--- config.mk ---
export PLATFORM = sky130hd
export DESIGN_NAME = muldiv_unit
export DESIGN_NICKNAME = d
export VERILOG_FILES = /design/src/rtl/muldiv_pkg.sv /design/src/rtl/mdu_operands.sv /design/src/rtl/mdu_sequencer.sv /design/src/rtl/mdu_datapath.sv /design/src/rtl/muldiv_unit.sv
export SDC_FILE = /design/constraint.sdc
export NUM_CORES = 1
export LEC_CHECK = 0
export BUFFER_PORTS_ARGS = -buffer_cell sky130_fd_sc_hd__buf_2
export CAP_MARGIN = 10
export CORE_MARGIN = 2
export CORE_UTILIZATION = 43
export DETAILED_ROUTE_END_ITERATION = 6
export GPL_TIMING_DRIVEN = 0
export PLACE_DENSITY = 0.66
export SLEW_MARGIN = 20
export SYNTH_ARGS = -nofsm -noshare
export SYNTH_HDL_FRONTEND = slang
export SYNTH_SLANG_ARGS = --single-unit
--- constraint.sdc ---
create_clock -name clk -period 4.7 [get_ports clk]
set_input_delay 1.41 -clock clk [delete_from_list [all_inputs] [get_ports clk]]
set_output_delay 1.41 -clock clk [all_outputs]
set_load 0.02 [all_outputs]
--- src/rtl/muldiv_pkg.sv ---
package muldiv_pkg;

  localparam logic [2:0] SEL_MCAND_A = 3'd0;
  localparam logic [2:0] SEL_MCAND_B = 3'd1;
  localparam logic [2:0] SEL_DVD_LO  = 3'd2;
  localparam logic [2:0] SEL_DVD_HI  = 3'd3;
  localparam logic [2:0] SEL_DIVISOR = 3'd4;

  localparam int unsigned OPW = 8;

  typedef struct packed {
    logic [2*OPW-1:0] rem;
    logic [2*OPW-1:0] quo;
  } div_state_t;

  // One shift-add step. The low half holds the unconsumed multiplier bits
  // and the high half accumulates the partial product.
  function automatic logic [2*OPW-1:0] mul_step(input logic [2*OPW-1:0] p,
                                                input logic [OPW-1:0]   a);
    logic [OPW:0] sum;
    sum = {1'b0, p[2*OPW-1:OPW]} + {1'b0, a};
    if (p[0]) mul_step = {sum, p[OPW-1:1]};
    else      mul_step = {1'b0, p[2*OPW-1:OPW], p[OPW-1:1]};
  endfunction

  // One restoring-divide step. The next dividend bit is shifted into the
  // partial remainder, and a quotient bit is shifted into the low end.
  function automatic div_state_t div_step(input div_state_t s,
                                          input logic [OPW-1:0] d);
    logic [2*OPW:0] t;
    div_state_t     n;
    t = {s.rem, s.quo[2*OPW-1]};
    if (t >= {{(OPW+1){1'b0}}, d}) begin
      t     = t - {{(OPW+1){1'b0}}, d};
      n.quo = {s.quo[2*OPW-2:0], 1'b1};
    end else begin
      n.quo = {s.quo[2*OPW-2:0], 1'b0};
    end
    n.rem = t[2*OPW-1:0];
    div_step = n;
  endfunction

endpackage

--- src/rtl/mdu_operands.sv ---
module mdu_operands #(
  parameter int W = 8
) (
  input  logic           clk,
  input  logic           por_n,
  input  logic           wr_a,
  input  logic           wr_dvd_lo,
  input  logic           wr_dvd_hi,
  input  logic [W-1:0]   wr_data,
  output logic [W-1:0]   opa,
  output logic [2*W-1:0] dvd
);
  // Power-on presets only; the soft reset does not touch these registers.
  always_ff @(posedge clk or negedge por_n) begin
    if (!por_n) begin
      opa <= '1;
      dvd <= '1;
    end else begin
      if (wr_a)      opa          <= wr_data;
      if (wr_dvd_lo) dvd[W-1:0]   <= wr_data;
      if (wr_dvd_hi) dvd[2*W-1:W] <= wr_data;
    end
  end
endmodule

--- src/rtl/mdu_sequencer.sv ---
module mdu_sequencer #(
  parameter int W = 8
) (
  input  logic clk,
  input  logic por_n,
  input  logic soft_rst,
  input  logic start_mul,
  input  logic start_div,
  output logic busy,
  output logic op_div,
  output logic step_en,
  output logic last_step
);
  localparam int MUL_STEPS = W;
  localparam int DIV_STEPS = 2 * W;
  localparam int CW        = $clog2(DIV_STEPS + 1);

  logic [CW-1:0] cnt;
  logic          start_any;

  assign start_any = start_mul | start_div;
  assign step_en   = busy & ~start_any & ~soft_rst;
  assign last_step = step_en & (cnt == CW'(1));

  always_ff @(posedge clk or negedge por_n) begin
    if (!por_n) begin
      busy   <= 1'b0;
      op_div <= 1'b0;
      cnt    <= '0;
    end else if (soft_rst) begin
      busy <= 1'b0;
      cnt  <= '0;
    end else if (start_any) begin
      busy   <= 1'b1;
      op_div <= start_div;
      cnt    <= start_div ? CW'(DIV_STEPS) : CW'(MUL_STEPS);
    end else if (step_en) begin
      cnt <= cnt - CW'(1);
      if (last_step) busy <= 1'b0;
    end
  end
endmodule

--- src/rtl/mdu_datapath.sv ---
module mdu_datapath
  import muldiv_pkg::*;
#(
  parameter int W = OPW
) (
  input  logic           clk,
  input  logic           por_n,
  input  logic           soft_rst,
  input  logic           start_mul,
  input  logic           start_div,
  input  logic           step_en,
  input  logic           op_div,
  input  logic [W-1:0]   wr_data,
  input  logic [W-1:0]   opa,
  input  logic [2*W-1:0] dvd,
  output logic [2*W-1:0] acc,
  output logic [2*W-1:0] quo
);
  logic [W-1:0] mcand;
  logic [W-1:0] dvsr;
  div_state_t   dnext;

  always_comb dnext = div_step('{rem: acc, quo: quo}, dvsr);

  always_ff @(posedge clk or negedge por_n) begin
    if (!por_n) begin
      acc   <= '0;
      quo   <= '0;
      mcand <= '0;
      dvsr  <= '0;
    end else if (soft_rst) begin
      acc <= '0;
      quo <= '0;
    end else if (start_mul) begin
      mcand <= opa;
      acc   <= {{W{1'b0}}, wr_data};
    end else if (start_div) begin
      dvsr <= wr_data;
      acc  <= '0;
      quo  <= dvd;
    end else if (step_en) begin
      if (op_div) begin
        acc <= dnext.rem;
        quo <= dnext.quo;
      end else begin
        acc <= mul_step(acc, mcand);
      end
    end
  end
endmodule

--- src/rtl/muldiv_unit.sv ---
module muldiv_unit
  import muldiv_pkg::*;
(
  input  logic        clk,
  input  logic        por_n,
  input  logic        soft_rst,
  input  logic        wr_en,
  input  logic [2:0]  wr_sel,
  input  logic [7:0]  wr_data,
  output logic [15:0] quotient,
  output logic [15:0] prod_rem,
  output logic        busy
);
  localparam int W = OPW;

  logic           wr_a, wr_dvd_lo, wr_dvd_hi;
  logic           start_mul, start_div;
  logic           op_div, step_en, last_step;
  logic [W-1:0]   opa;
  logic [2*W-1:0] dvd;

  assign wr_a      = wr_en & (wr_sel == SEL_MCAND_A);
  assign wr_dvd_lo = wr_en & (wr_sel == SEL_DVD_LO);
  assign wr_dvd_hi = wr_en & (wr_sel == SEL_DVD_HI);
  assign start_mul = wr_en & (wr_sel == SEL_MCAND_B) & ~soft_rst;
  assign start_div = wr_en & (wr_sel == SEL_DIVISOR) & ~soft_rst;

  mdu_operands #(.W(W)) u_ops (
    .clk(clk), .por_n(por_n), .wr_a(wr_a), .wr_dvd_lo(wr_dvd_lo),
    .wr_dvd_hi(wr_dvd_hi), .wr_data(wr_data), .opa(opa), .dvd(dvd)
  );

  mdu_sequencer #(.W(W)) u_seq (
    .clk(clk), .por_n(por_n), .soft_rst(soft_rst), .start_mul(start_mul),
    .start_div(start_div), .busy(busy), .op_div(op_div),
    .step_en(step_en), .last_step(last_step)
  );

  mdu_datapath #(.W(W)) u_dp (
    .clk(clk), .por_n(por_n), .soft_rst(soft_rst), .start_mul(start_mul),
    .start_div(start_div), .step_en(step_en), .op_div(op_div),
    .wr_data(wr_data), .opa(opa), .dvd(dvd), .acc(prod_rem), .quo(quotient)
  );
endmodule

* Word-level counts from Yosys, hierarchy flattened
Cells that the tools add are included.
** Storage, ports and cells
- Logic and storage cells :: 66
- Output and inout bits :: 33
- Flip-flop bits (word level) :: 79
- Bits of input ports :: 15
** Operators by class
- Bitwise gates (word level) :: 14
- Multiplexer cells :: 21
- Magnitude comparators :: 1
- $add $sub $neg :: 3
- Reductions and logical operators :: 11
- Eq/ne operators :: 6
** Operators with widths (count)
- two-way mux 16 bit :: 12
- two-way mux 5 bit :: 4
- >= comparator 17 x 8 -> 1 bit :: 1
- subtractor 16 x 8 -> 16 bit :: 1
- nonzero test 3 bit :: 4
- bitwise AND 1 bit :: 10
- adder 8 x 8 -> 9 bit :: 1
- == test 3 x 2 -> 1 bit, second input constant :: 2
- AND reduction 2 bit :: 3
- AND reduction 3 bit :: 2
- == test 5 x 1 -> 1 bit, second input constant :: 1
- two-way mux 1 bit :: 5
- subtractor 5 x 1 -> 5 bit, second input constant :: 1
- nonzero test 4 bit :: 1
- == test 3 x 1 -> 1 bit, second input constant :: 1
- == test 3 bit, second input constant :: 1
- zero test 3 bit :: 1
- inverter 1 bit :: 3
- != test 2 bit, second input constant :: 1
- OR 1 bit :: 1

* Logic depth before layout (Yosys ltp)
Gate-level depths: netlist of the first run.
- Depth in word-level cells :: 12
- Gate-level depth with buffers :: 11
- Depth with buffers taken out :: 11

* Cells and area by module
Synthesis of the first run repeated with hierarchy kept, for this count alone.
** Unflattened totals
- Cell total of the unflattened synthesis :: 446
- Area, all modules :: 4673.2 um^2
** Modules (own cells, without submodules)
- mdu_datapath :: instances 1, sequential area each 1201.2 um^2, area an instance 3193.1 um^2, cells each 350
- mdu_operands :: instances 1, sequential area each 630.6 um^2, area an instance 1024.7 um^2, cells each 51
- mdu_sequencer :: instances 1, sequential area each 175.2 um^2, area an instance 389.1 um^2, cells each 38
- muldiv_unit :: instances 1, sequential area each 0.0 um^2, area an instance 66.3 um^2, cells each 7

* Worst setup path after synthesis of the first run
OpenSTA, ideal clock, no wires.
- Kind :: in2reg
- From :: in wr_sel[0]
- To :: reg u_dp.mcand[4]
- Required time :: 4.575 ns
- Buffers on the path :: 2
- Arrival time :: 2.985 ns
- Stages :: 5
- Library setup time :: 0.125 ns
- Setup slack :: 1.590 ns
- Cell sequence :: clkbuf_1 -> nand3b_1 -> nor3_1 -> clkbuf_1 -> mux2_2
** On the way
- Word-level cells in the longest chain between the ends :: 4
** RTL lines
- from (decl) :: line muldiv_unit.sv:8 : input logic [2:0] wr_sel,
- == test 3 x 1 -> 1 bit :: line muldiv_unit.sv:25 : assign start_mul = wr_en & (wr_sel == SEL_MCAND_B) & ~soft_rst;
- bitwise AND 1 bit (2 in series) :: line muldiv_unit.sv:25
- AND reduction 2 bit (no source line)
- to (signal assigned) :: line mdu_datapath.sv:35 : mcand <= opa;
- to (decl) :: line mdu_datapath.sv:19 : logic [W-1:0] mcand;
Every way passes these cells.
A chain may end at the register's enable or synchronous reset.

* Final worst setup path of the first run
- From :: in wr_sel[0]
- To :: reg u_dp.quo[15]
** On the way
- Word-level cells in the longest chain between the ends :: 9
- Elaborated cells on any way between the ends :: 17
- Classes of those cells :: 3 x eq/ne; 3 x mux; 8 x bitwise; 3 x reduce/logical
** RTL lines
- == test 3 x 1 -> 1 bit / == test 3 bit (equally long branches) :: line muldiv_unit.sv:25, muldiv_unit.sv:26
- bitwise AND 1 bit (on tied branches) (2 in series) :: line muldiv_unit.sv:25, muldiv_unit.sv:26
- OR 1 bit :: line mdu_sequencer.sv:21 : assign start_any = start_mul | start_div;
- inverter 1 bit :: line mdu_sequencer.sv:22 : assign step_en = busy & ~start_any & ~soft_rst;
- bitwise AND 1 bit (2 in series) :: line mdu_sequencer.sv:22
- nonzero test 3 bit (no source line)
- AND reduction 3 bit (no source line)
- to (signal assigned) :: line mdu_datapath.sv:40 : quo <= dvd;
- to (signal assigned) :: line mdu_datapath.sv:44 : quo <= dnext.quo;
- to (decl) :: line mdu_datapath.sv:17 : output logic [2*W-1:0] quo
Several ways; a longest one is shown, not always the timed one. The select of a mux whose other input is x is not followed.

==> impl_metrics.tcl, run 1 <==
set metrics [dict create \
    io_pins 48 \
    fin_crit_ps 3367 \
    clk_latency_ps 370 \
    critPathKind "in -> reg" \
    grt_usage_pct 22.81 \
    synth-edff-count 0 \
    synth_area_per_cell_um2 9.771 \
    drv_cap 0 \
    r2r_slack_ps 1860 \
    grt_pass1_vias 3812 \
    drtIter0Drc 237 \
    die-height_um 107.6 \
    cp_common_cell "clkbuf_1" \
    cts_hold_buf 0 \
    slew_headroom_pct 49.84 \
    drc 0 \
    grt_pass1_wl_um 20170 \
    slowest_delay_ps 480 \
    placed_cell_area_um2 5040 \
    ys.flop_type "dfrtp_1" \
    maxSlewViolCount 0 \
    hpwl_um 9219 \
    cts.htree.levels 3 \
    hp-class "reg -> reg" \
    drive_above_1_share_pct 25.66 \
    finalCritPeriodShare_pct 71.64 \
    grt_max_degree 44 \
    dr.pass1.iters 5 \
    final_util_pct 50.84 \
    syn-num-nets 507 \
    yosysSeqAreaShare_pct 43.52 \
    fin_area_um2 5273 \
    yosysWarnings 0 \
    layout_common_cells "dfrtp_1, nor2_1, buf_2" \
    gp_congestion 0.8771 \
    crit_arrival_ps 3640 \
    cts_buffer_depth 2 \
    fillers 989 \
    cts_resized 0 \
    final_common_cell "dfrtp_1" \
    wl_per_cell_um 18.74 \
    tightestPinTransition_ps 748.4 \
    fin_nets 564 \
    netlist_area_um2 4612 \
    startpoint_type "primary input" \
    cts-root-buf "clkbuf_8" \
    yosysUniqueCellTypes 57 \
    crit_required_ps 4970 \
    critical_path.max_fanout 10 \
    rsz0062_at_grt "no" \
    clock_sinks 79 \
    finalHoldViolCount 0 \
    grt_overflow 0 \
    skew_ps 9.392 \
    power_density_nw_per_um2 458.9 \
    status "finished, final reports clean" \
    clk_pin_slew_ps 100 \
    rows 37 \
    area_growth_pct 14.32 \
    cts_made_buffers 9 \
    dieArea_um2 11570 \
    via_per_inst 5.806 \
    antenna_found_initial 0 \
    cp-end-kind "register" \
    cts_tree "yes" \
    setup_viol 0 \
    async_flop_share_pct 100.0 \
    num_antenna_cells 0 \
    postCtsSetupBuffers 0 \
    start_util_pct 44.47 \
    tns_ps 0 \
    ant_nets 0 \
    vdd_drop_max_mv 0.1692 \
    fmax_mhz 297.0 \
    fp.dieW_um 107.6 \
    crit_slowest_cell "clkbuf_1" \
    routed_wirelength_um 12560 \
    critPathBufInv 3 \
    coreArea_um2 10370 \
    syn_inst 472 \
    cpLargestDelayFamily "buffers and inverters" \
    port_buffers 45 \
    leakagePower_nw 2.354 \
    vias 3890 \
    synth_seq_cells 79 \
    path_cells "clkbuf_1, xor2_1, a21oi_1, and2_1, clkbuf_1, nand2_1, clkbuf_1, nand2_1, a311oi_1" \
]
sequential cells by signal, summed over array words and instances (netlist names):
register / count
u_dp.acc: 16
u_dp.quo: 16
u_ops.dvd: 16
u_dp.dvsr: 8
u_dp.mcand: 8
u_ops.opa: 8
u_seq.cnt: 5
u_seq.busy: 1
u_seq.op_div: 1
final timing paths:
check                              startpoint            end  cells after the start
worst max-delay path                wr_sel[0]   u_dp.quo[15]                      9
worst min-delay path            u_dp.mcand[6]  u_dp.mcand[6]                      1
worst max register to register   u_dp.quo[15]    u_dp.acc[8]                     11
worst min register to register  u_dp.mcand[6]  u_dp.mcand[6]                      1
max in group asynchronous               por_n   u_ops.dvd[5]                      2
min in group asynchronous               por_n    u_dp.acc[1]                      1
metal layers:
layer / vias to the layer above / routed length, um / track usage (%)
li1: 1818 / - / -
met1: 1910 / 5691 / 31.67
met2: 150 / 5954 / 37.47
met3: 12 / 778 / 3.995
met4: 0 / 134 / 4.762
met5: - / 0 / 0
synth_stat cells (3+ instances only):
cell type,number,share of area [%]
a311oi_1,15,2.8
xor2_1,6,1.1
o22ai_1,4,0.54
or4_1,3,0.49
dfrtp_1,55,30
nor2_1,47,3.8
a22o_1,4,0.76
a31oi_1,8,1.1
buf_6,4,0.98
mux2i_1,7,1.5
nand2b_1,6,0.81
a21o_1,8,1.3
o21ai_0,30,3.3
inv_1,18,1.5
a21oi_1,21,2.3
xnor2_1,13,2.5
nand2_1,39,3.2
a211oi_1,7,1.1
ha_1,18,4.9
clkbuf_1,23,1.9
mux2_2,36,8.8
dfstp_2,24,14
nor2b_1,3,0.41
nor3_1,7,0.76
a22oi_1,4,0.65
nand3_1,22,2.4
logic make-up after synthesis:
kind of cell	Yosys count	share of synthesized area, %
adders and majority gates	20	5.752
muxes	43	10.31
and+or+nand+nor	146	15.33
buffers and inverters	47	4.503
DFF	79	43.52
AOI/OAI and AO/OA	118	16.98
xor gates and xnor gates	19	3.608
metrics by stage:
| stage | hold WS (ps) | setup WS [ps] | instances | power, mW |
|---|---|---|---|---|
| after floorplan | 474.0 | 1590 | 472 | 1.579 |
| after global placement | 496.4 | 942.0 | 653 | 1.785 |
| after detailed placement | 508.6 | 969.9 | 654 | 1.815 |
| after CTS | 529.9 | 1346 | 670 | 2.428 |
| after global routing | 557.2 | 1131 | 670 | 2.570 |
| final | 520.1 | 1333 | 670 | 2.419 |
power by group:
part / switching (mW) / total (mW) / internal (mW)
Clock: 0.296 / 0.608 / 0.313
Combinational: 0.503 / 0.889 / 0.385
Sequential: 0.0920 / 0.923 / 0.831
final cells by class:
class,count,area [um2],share of cell area [%]
clock inverter,7,108.9,2.065
sequential,79,2007,38.06
inverter,18,67.56,1.281
tap,136,170.2,3.227
buffer,29,140.1,2.658
multi-input combinational,346,2407,45.66
timing repair buffer,46,247.7,4.699
clock buffer,9,123.9,2.349
Note: power is estimated with default switching activity, not from simulation.
==> inputs of run 2 (changes only) <==
--- a/config.mk
+++ b/config.mk
@@ -11,7 +11,7 @@
 export CORE_UTILIZATION = 43
 export DETAILED_ROUTE_END_ITERATION = 6
 export GPL_TIMING_DRIVEN = 0
-export PLACE_DENSITY = 0.66
+export PLACE_DENSITY = 0.69
 export SLEW_MARGIN = 20
 export SYNTH_ARGS = -nofsm -noshare
 export SYNTH_HDL_FRONTEND = slang
==> constraint.sdc (replaced) <==
create_clock -name clk -period 3.05 [get_ports clk]
set_input_delay 0.915 -clock clk [delete_from_list [all_inputs] [get_ports clk]]
set_output_delay 0.915 -clock clk [all_outputs]
set_load 0.02 [all_outputs]
==> impl_metrics.tcl, run 2 (synthesis results as in run 1) <==
set metrics [dict create \
    drc 0 \
    routed_wirelength_um 12330 \
    cp-end-kind "register" \
    cts_made_buffers 9 \
    num_antenna_cells 0 \
    postCtsSetupBuffers 0 \
    power_density_nw_per_um2 683.1 \
    fp.dieW_um 107.6 \
    fin_nets 564 \
    dpl_worst_slack_ps -196.1 \
    coreArea_um2 10370 \
    setup_ws_ps 213.2 \
    maxSlewViolCount 0 \
    crit_arrival_ps 3100 \
    crit_required_ps 3310 \
    ant_nets 0 \
    port_buffers 45 \
    grt_max_degree 58 \
    worst_hold_slack_ps 448.9 \
    cts_tree "yes" \
    clk_pin_slew_ps 90 \
    vias 3916 \
    layout_common_cells "dfrtp_1, nor2_1, buf_2" \
    hpwl_um 8984 \
    r2r_cells 8 \
    final_common_cell "dfrtp_1" \
    drtIter0Drc 242 \
    status "finished, final reports clean" \
    top_regs "u_dp.acc (16), u_dp.quo (16), u_ops.dvd (16)" \
    grt_pass1_wl_um 20140 \
    leakagePower_nw 2.344 \
    fillers 958 \
    rows 37 \
    gp_congestion 0.9125 \
    finalHoldViolCount 0 \
    final_util_pct 50.60 \
    start_util_pct 44.47 \
    startpoint_type "primary input" \
    rsz0062_at_grt "no" \
    tightestPinTransition_ps 707.6 \
    clock_sinks 79 \
    critPathKind "in -> reg" \
    grt_usage_pct 22.54 \
    finalCritPeriodShare_pct 93.01 \
    tns_ps 0 \
    area_growth_pct 13.78 \
    drive_above_1_share_pct 25.84 \
    antenna_found_initial 0 \
    die-height_um 107.6 \
    grt_pass1_vias 3899 \
    vdd_drop_max_mv 0.3086 \
    fmax_mhz 352.5 \
    cts-root-buf "clkbuf_8" \
    cts_resized 0 \
    dr.pass1.iters 4 \
    dieArea_um2 11570 \
    clk_latency_ps 360 \
    io_pins 48 \
    cts.htree.levels 3 \
    cts_hold_buf 0 \
    wl_per_cell_um 18.40 \
    slew_headroom_pct 52.57 \
    drv_cap 0 \
    hp-class "in -> async" \
    via_per_inst 5.845 \
    critical_path.max_fanout 10 \
    cts_buffer_depth 2 \
    skew_ps 9.136 \
    grt_overflow 0 \
    setup_viol 0 \
    fin_crit_ps 2837 \
]
## run 2: changes by cell type in the layout (fill, tap and decap cells not counted), sizes merged
cell    change
clkinv      +2
bufinv      -1
clkbuf      +1
inv         -2
## run 2: cell type report
class,count,area (um2),share of cell area (%)
inverter,18,67.56,1.288
buffer,29,141.4,2.694
multi-input combinational,346,2412,45.97
sequential,79,2007,38.25
tap,136,170.2,3.243
clock inverter,6,66.31,1.264
clock buffer,10,127.6,2.432
timing repair buffer,46,255.2,4.864
## run 2: per-layer routing
| layer | wire (um) | global-route usage [%] |
|---|---|---|
| met3 | 900 | 5.569 |
| met2 | 5825 | 35.85 |
| met1 | 5437 | 30.44 |
| met5 | 0 | 0 |
| met4 | 163 | 6.685 |
## run 2: power by group
part	switching, mW	total [mW]	internal (mW)
sequential	0.142	1.42	1.28
clock	0.414	0.798	0.385
combinational	0.767	1.36	0.598
total	1.32	3.58	2.26
## run 2: worst max-delay path: stages
cell      delay (ps)
clkbuf_1         250
xor2_1           280
a21oi_1          210
and2_1           210
clkbuf_1         110
nand2_1          310
clkbuf_1         390
nand2_1          100
a311oi_1         300
## run 2: worst paths after layout
| check | start | to | slack (ps) |
|---|---|---|---|
| setup reg to reg | u_dp.acc[6] | u_dp.acc[8] | 340 |
| setup / recovery | wr_sel[0] | u_dp.quo[5] | 210 |
| hold / removal | por_n | u_dp.acc[7] | 450 |
| hold reg to reg | u_dp.mcand[5] | u_dp.mcand[5] | 530 |
| max in group asynchronous | por_n | u_ops.opa[5] | 1950 |
| min in group clk | u_dp.mcand[5] | u_dp.mcand[5] | 530 |
## run 2: stage by stage
step	instance area, um2	power [mW]	instances
after floorplan	4612	2.433	472
after global placement	5007	2.745	653
after detailed placement	5042	2.790	654
after CTS	5236	3.595	670
after global routing	5248	3.820	670
final	5248	3.585	670
